--- src/rtl/host_bus_front.sv ---
module host_bus_front #(
  parameter int AW       = 16,
  parameter int BASE_LSB = 4
) (
  input  logic                   clk,
  input  logic                   rst_n,
  input  logic                   cfg_we,
  input  logic [AW-BASE_LSB-1:0] cfg_base,
  input  logic [AW-1:1]          host_addr,
  input  logic                   host_aen,
  input  logic [3:0]             host_be_n,
  input  logic                   host_ads_n,
  input  logic                   host_dcs_n,
  input  logic [1:0]             bus_mode,
  input  logic                   host_wr,
  input  logic [31:0]            host_wdata,
  output logic [31:0]            host_rdata,
  input  logic [31:0]            reg_rdata,
  output logic [31:0]            reg_wdata,
  output logic [3:0]             reg_we,
  output logic [3:0]             lane_mask,
  output logic                   acc_invalid,
  output logic                   dev_sel,
  output logic                   dreg_sel
);
  localparam int BW = AW - BASE_LSB;
  localparam logic [1:0] MODE8  = 2'b00;
  localparam logic [1:0] MODE16 = 2'b01;

  logic [BW-1:0] base_q, tag_q;
  logic          a1_q, aen_q, ads_q;
  logic [3:0]    be_q;
  logic          strobe_rise, wide, hit;
  logic [7:0]    rd_byte;
  logic          unused_addr;

  assign unused_addr = ^host_addr[BASE_LSB-1:2];
  assign strobe_rise = host_ads_n & ~ads_q;

  always_ff @(posedge clk) begin
    if (!rst_n) begin
      base_q <= '0;
      tag_q  <= '0;
      a1_q   <= 1'b0;
      aen_q  <= 1'b1;
      be_q   <= 4'hF;
      ads_q  <= 1'b1;
    end else begin
      ads_q <= host_ads_n;
      if (cfg_we) base_q <= cfg_base;
      if (strobe_rise) begin
        tag_q <= host_addr[AW-1:BASE_LSB];
        a1_q  <= host_addr[1];
        aen_q <= host_aen;
        be_q  <= host_be_n;
      end
    end
  end

  assign dreg_sel = ~host_dcs_n;
  assign dev_sel  = host_dcs_n & ~aen_q & (tag_q == base_q);
  assign wide     = dreg_sel | bus_mode[1];
  assign hit      = dev_sel | dreg_sel;

  always_comb begin
    lane_mask   = 4'h0;
    acc_invalid = 1'b0;
    if (dreg_sel) begin
      lane_mask = 4'hF;
    end else if (bus_mode[1]) begin
      case (be_q)
        4'b0000: lane_mask = 4'hF;
        4'b1100: lane_mask = 4'h3;
        4'b0011: lane_mask = 4'hC;
        4'b1110: lane_mask = 4'h1;
        4'b1101: lane_mask = 4'h2;
        4'b1011: lane_mask = 4'h4;
        4'b0111: lane_mask = 4'h8;
        default: acc_invalid = 1'b1;
      endcase
    end else begin
      case (be_q[1:0])
        2'b00: if (bus_mode == MODE16) lane_mask = a1_q ? 4'hC : 4'h3;
               else acc_invalid = 1'b1;
        2'b10: lane_mask = a1_q ? 4'h4 : 4'h1;
        2'b01: lane_mask = a1_q ? 4'h8 : 4'h2;
        default: acc_invalid = 1'b1;
      endcase
    end
  end

  assign reg_we = (host_wr && hit && !acc_invalid) ? lane_mask : 4'h0;

  always_comb begin
    if (wide)                   reg_wdata = host_wdata;
    else if (bus_mode == MODE8) reg_wdata = {4{host_wdata[7:0]}};
    else                        reg_wdata = {2{host_wdata[15:0]}};
  end

  always_comb begin
    rd_byte = reg_rdata[31:24];
    if (lane_mask[0])      rd_byte = reg_rdata[7:0];
    else if (lane_mask[1]) rd_byte = reg_rdata[15:8];
    else if (lane_mask[2]) rd_byte = reg_rdata[23:16];
    host_rdata = '0;
    if (hit && !acc_invalid) begin
      if (wide)                   host_rdata = reg_rdata;
      else if (bus_mode == MODE8) host_rdata = {16'h0, rd_byte, rd_byte};
      else host_rdata = {16'h0, a1_q ? reg_rdata[31:16] : reg_rdata[15:0]};
    end
  end

  AST_DECODE_HOLDS: assert property (@(posedge clk) disable iff (!rst_n)
    (!strobe_rise && !cfg_we && $stable(host_dcs_n)) |=> $stable(dev_sel));
  AST_AEN_GATES: assert property (@(posedge clk) disable iff (!rst_n)
    aen_q |-> !dev_sel);
  AST_DCS_FULL: assert property (@(posedge clk) disable iff (!rst_n)
    !host_dcs_n |-> (lane_mask == 4'hF && !acc_invalid && !dev_sel));
  AST_INVALID_QUIET: assert property (@(posedge clk) disable iff (!rst_n)
    acc_invalid |-> (reg_we == 4'h0 && host_rdata == 32'h0));
  AST_BYTE_ONE_LANE: assert property (@(posedge clk) disable iff (!rst_n)
    (bus_mode == MODE8 && host_dcs_n && !acc_invalid) |-> $countones(lane_mask) == 1);
  AST_NARROW_UPPER_ZERO: assert property (@(posedge clk) disable iff (!rst_n)
    !wide |-> host_rdata[31:16] == 16'h0);
endmodule

--- config.mk ---
export PLATFORM = sky130hd
export DESIGN_NAME = host_bus_front
export DESIGN_NICKNAME = d
export VERILOG_FILES = /design/src/rtl/host_bus_front.sv
export SDC_FILE = /design/constraint.sdc
export NUM_CORES = 1
export LEC_CHECK = 0
export ABC_AREA = 1
export ABC_CLOCK_PERIOD_IN_PS = 3400
export BUFFER_PORTS_ARGS = -buffer_cell sky130_fd_sc_hd__clkbuf_2
export CORE_UTILIZATION = 32
export CTS_CLUSTER_DIAMETER = 80
export CTS_CLUSTER_SIZE = 14
export DETAILED_ROUTE_END_ITERATION = 7
export HOLD_SLACK_MARGIN = 0.06
export SLEW_MARGIN = 20
export SYNTH_ARGS = -nofsm -noshare
export SYNTH_HDL_FRONTEND = slang
export SYNTH_SLANG_ARGS = --single-unit
--- constraint.sdc ---
create_clock -name clk -period 3.4 [get_ports clk]
set_clock_uncertainty 0.2 [all_clocks]
set_input_delay 0.51 -clock clk [delete_from_list [all_inputs] [get_ports clk]]
set_output_delay 0.51 -clock clk [all_outputs]
set_load 0.01 [all_outputs]
* Word level (Yosys, flattened, before mapping) *
Cells that the tools add are included.
Widths: inputs -> output; s select.

word-level totals
  bits of input ports = 104
  word-level logic and storage cells = 56
  output and inout port bits = 75
  register bits = 31

cells by class
  bitwise logic cells = 8
  muxes and demuxes = 23
  equality and inequality tests = 10
  reduce and logical (&&, ||, !) cells = 9

operators by type and width
  operator            number
  $mux 32             4
  $mux 16             2
  $pmux 4 s7          1
  $mux 4              6
  $mux 8              3
  $eq 4x4->1 const B  4
  $eq 12x12->1        1
  $pmux 4 s3          1
  $reduce_or 7->1     1
  $eq 2x1->1 const B  2
  $eq 4x2->1 const B  1
  $eq 4x3->1 const B  1
  $logic_not 2->1     2
  $logic_not 4->1     1
  $mux 1              4
  $and 1x1->1         3
  $logic_and 1x1->1   3
  $mux 3              1
  $not 1->1           3
  $eq 2x2->1 const B  1
  $or 1x1->1          2
  $pmux 1 s2          1
  $reduce_or 2->1     1
  $logic_not 1->1     1

* Logic depth before layout (Yosys ltp) *
  depth after elaboration = 11
  gate-level depth with buffers = 13
  depth with buffers taken out = 12

* Worst setup path before layout *
Ideal clock, no wire load.

  path kind = in2out
  start = input bus_mode[0]
  end = output host_rdata[15]
  cell stages on the path = 13
  arrival time = 1.632 ns
  data required time = 2.690 ns
  buffers on the path = 2
  path slack = 1.058 ns
  cell sequence = buf_4 > inv_2 > nand2_1 > nand3_1 > nand2_1 > inv_2 > nand2_4 > buf_6 > a21oi_2 > nand2_1 > nand2_1 > nand2_1 > a21oi_1

between the ends
  elaborated cells between the ends (all ways) = 18
  classes of those cells = 1 x eq/ne; 14 x mux; 3 x reduce/logical

RTL lines
  what              RTL line  RTL
  from (decl)       14        input logic [1:0] bus_mode,
  $eq 2x1->1        83        2'b00: if (bus_mode == MODE16) lane_mask = a1_q ? 4'hC : 4'h3;
  $mux 4            83
  $pmux 4 s3        82        case (be_q[1:0])
  $mux 4            70        end else if (bus_mode[1]) begin
  $mux 4            68        if (dreg_sel) begin
  via lane_mask[0]  21        output logic [3:0] lane_mask,
  $mux 8            102       if (lane_mask[0]) rd_byte = reg_rdata[7:0];
  $mux 16           108       else if (bus_mode == MODE8) host_rdata = {16'h0, rd_byte, rd_byte};
  $mux 32           107       if (wide) host_rdata = reg_rdata;
  $mux 32           106       if (hit && !acc_invalid) begin
  to (decl)         17        output logic [31:0] host_rdata,

The timed path passes the listed nets, and every way through them passes these cells.

* Worst setup path in the final report *
  start = input bus_mode[0]
  end = output host_rdata[18]

between the ends
  word-level cells in the longest chain between the ends = 8

ends and longest elaborated chain
  what               RTL line
  $eq 2x1->1         83
  $mux 1             83
  $pmux 1 s2         82
  $mux 1             70
  $mux 1             68
  $logic_not 1->1    106
  $logic_and 1x1->1  106
  $mux 32            106

No other way between the ends.

==> reports/results.txt <==
Once routing completed, OpenROAD measured the worst setup slack at 512.3 ps. TritonCTS built the clock tree. The run gives 0 as the number of antenna violations at the first check in global routing. The placeable core area is 8678 um2. The critical path contains buffers and inverters numbering 3 combined. The number of pins exceeding their max-slew limit in the final report came out at 0. For the final core area utilization, the log shows 0.4377. The tightest slew margin relative to the limit was 0.5947; the CTS buffer count was 5. Routability-driven placement finished with a final weighted congestion of 0.8493. The max-cap check violation count is 0, and the worst-case clock buffer depth is 2. In this run the horizontal extent of the chip is 96.40 um. The top cell type's share of synthesized area is 0.2176, and the sequential fraction of the synthesis area is 0.2176. Once the clock tree was built, the setup fixing pass inserted 0 buffers.

The count of cells in the finished layout, fillers not included, comes to 779. The flow ran to the end, and the final reports show no timing, DRC or antenna violations. Synthesis produced 519 cells. Detailed placement finished with a half-perimeter wire length of 7.624 mm. The run gives 0.2567 as the met1 capacity usage during global routing. Achievable frequency: 0.3463 GHz. The data arrival time at the worst-slack endpoint was 2180 ps; the clock sink count was 31. The biggest area contributor in the post-synthesis netlist is dfxtp_1. The mean cell area of the mapped netlist was 5.494 um2; the period utilization was 0.8493.

At the pin with the least slew margin, the transition time is 607.3 ps. The tools report the remaining routing DRC violations as 0. The minimum period implied by the final worst setup slack is 2888 ps, and the global route total overflow is 0. The fraction of the mapped netlist area in simple logic gates is 0.3708. The total wire length after detailed routing is 10.21 mm, and the fraction of the mapped netlist area in compound gates is 0.2523.

The worst-case IR drop observed on VDD is 0.0002565 V. The Yosys step of the flow raised 0 warnings. The run gives 3714 um2 as the placed cell area. For the required time at the worst-slack endpoint, the log shows 2690 ps.

In this run the static leakage power is 2.190 nW. In this run the power density over the cells is 293.7 nW/um2. The global-route usage over all layers is 0.2107. Relative to the synthesized area, the layout overhead comes to 33.22%.

The count of nets left with antenna violations once routing finished came out at 0. The ratio of routed vias to standard cells works out to 4.922. The standard cell with the maximum stage delay on the critical path is nand3_2. The tools report the total count of hold-check failures in the final report as 0. The xor-xnor portion of the synthesized cell area was 0.01536; the internal reg-to-reg setup slack was 2010 ps. The die is 96.40 um tall. For the number of top-level design ports, the log shows 179.

Of all nets on the critical path, the largest fanout is 19. The detailed router placed 3,834 vias in this run. The die area is 9292 um2.

In this run the most used layer during global routing was met2. The floorplan has 34 rows. After synthesis, the cell types taking the most area are dfxtp_1, nand2_1, a21oi_1. Buffer type at the clock tree root: clkbuf_8. The first detailed-routing pass ran for 4 iterations. The number of placed instances, taps included, is 771. At the placement stage, the worst setup path has a slack of 534.2 ps. Most prevalent standard cell on the critical path: clkbuf_2. The met2 routing resource usage after global routing was 0.3918. The signal on the critical path passes through clkbuf_2 > inv_2 > nand2_1 > o211ai_1 > nand3_2 > nand2_4 > nor2_1 > clkbuf_2. The most used flip-flop cell after synthesis is dfxtp_1.

The number of nets in the layout came out at 774. Gates resized during post-CTS repair numbered 0. Number of global-route vias before repair: 3,314. The fraction of synthesized area in multiplexers came out at 0. Starting density of the core: 0.3286. The startpoint-to-endpoint class of the critical path is input pin to output pin. The clock tree synthesis step divided the H-tree into 2 levels. The number of nets in the synthesized netlist is 623. The clock reaches the later pin of the worst-skew pair after 280 ps. The async set-or-reset flop fraction in the synthesized netlist was 0; the clock-pin slew on the worst setup and hold paths was 60 ps. On the final layout, the worst hold slack is 222.4 ps. The first global-routing pass estimated 15.37 mm of wire.

Total power for the finished layout comes to 1.116 mW. The met3 layer usage reported by global route came out at 0.02582. Setup repair after global routing left no endpoint under its margin.

The fraction of layout instances using a drive strength above 1 works out to 0.3070. The path class of the tightest hold or removal check is input pin to flop. On the worst path, the slowest cell contributes a delay of 440 ps.

The number of enable-type register cells in the synthesized netlist works out to 0. The post-detailed-route wirelength per cell works out to 13.11 um. The kind of cell with the highest combined delay along the critical path is simple AND/OR/NAND/NOR gates.

The logs give 3799 um2 for the post-route standard cell area excluding fillers and 0 for the diode insertion count for antenna repair. The tools report the cell area after synthesis as 2851 um2. STA classifies the critical path startpoint as an input pin.

Counting flops and latches in the post-synthesis netlist gives 31. Counting instances, the worst hold path has a depth of 3. The number of cells on the worst reg-to-reg path is 4. For this design, the CTS-stage hold fixing added 0 buffers. The adder and majority gate portion of the synthesized area came out at 0. Synthesis instantiated 25 different standard cells from the library. Setup violations remaining at the end of the flow were counted as 0. The tools report the maximum number of pins on one net before global-route repair as 57. By area, the combinational part of the netlist is dominated by simple AND/OR/NAND/NOR gates. Number of buffers inserted by port buffering: 176.

The cell count along the critical path works out to 8. STA classifies the critical path endpoint as an output pin. The detailed router finished its first iteration with 251 violations. For the sum of negative setup slack, the log shows 0 ps.
state kept, by name (all words and copies together), names as in the netlist:
signal,flops
a1_q,1
ads_q,1
aen_q,1
base_q,12
be_q,4
tag_q,12
worst min-delay path: cells and delay by family:
family / cells / cell delay (ps)
buf+inv: 2 / 110
simple gates: 1 / 50
layout by cell type (no fill, tap or decap):
cell type / synthesis / final
a21oi_2: 1 / 1
xor2_1: 2 / 2
clkinvlp_4: 0 / 1
nor2_1: 57 / 57
nand3_1: 43 / 43
xnor2_1: 3 / 3
nand2_4: 4 / 4
o22ai_1: 4 / 4
buf_12: 0 / 1
clkinv_2: 0 / 1
buf_4: 12 / 4
nand2_2: 4 / 4
inv_2: 6 / 6
dfxtp_1: 31 / 31
o211ai_1: 6 / 6
o21ai_1: 1 / 1
o21ai_0: 59 / 59
clkbuf_8: 0 / 5
nor2_4: 1 / 1
clkbuf_1: 16 / 1
nand3_2: 1 / 1
a21oi_1: 68 / 68
clkbuf_2: 0 / 176
nor3_1: 1 / 1
nor2_2: 1 / 1
inv_1: 49 / 49
nand2_1: 140 / 140
synth_stat cells (3+ instances only):
cell type / count
nand2_2: 4
clkbuf_1: 16
nand2_1: 140
nand3_1: 43
buf_4: 12
xnor2_1: 3
dfxtp_1: 31
inv_1: 49
o211ai_1: 6
nand2_4: 4
o21ai_0: 59
nor2_1: 57
a21oi_1: 68
buf_2: 4
buf_1: 3
inv_2: 6
o22ai_1: 4
final cells by class:
cell class                      count  area (um2)
Tap cell                          108       135.1
Clock buffer                        6       72.57
Timing Repair Buffer              181       930.9
Sequential cell                    31       620.6
Fill cell                         958        4880
Clock inverter                      2       12.51
Inverter                           55       206.4
Multi-Input combinational cell    396        1821
power by group:
group          switching, mW  internal [mW]
Sequential            0.0147          0.385
Combinational          0.265          0.168
Clock                  0.140          0.143
routing by layer:
| layer | share of wire | vias up |
|---|---|---|
| met2 | 0.50 | 129 |
| met5 | 0 | - |
| met3 | 0.056 | 11 |
| met1 | 0.44 | 1730 |
| met4 | 0.0087 | 0 |
| li1 | - | 1964 |
path summary, 6_finish.rpt:
kind,startpoint,to
setup reg to reg,ads_q$_SDFF_PN1_,tag_q[6]$_SDFFE_PN0P_
setup / recovery,bus_mode[0],host_rdata[18]
hold reg to reg,tag_q[1]$_SDFFE_PN0P_,tag_q[1]$_SDFFE_PN0P_
hold / removal,host_ads_n,ads_q$_SDFF_PN1_
cell families (layout without fill, tap and decap cells):
group / Yosys count / count (layout)
compound gates: 139 / 139
xor+xnor: 5 / 5
buf+inv: 92 / 244
flops: 31 / 31
simple gates: 252 / 252
No activity file was read; power rests on OpenSTA's default activity.
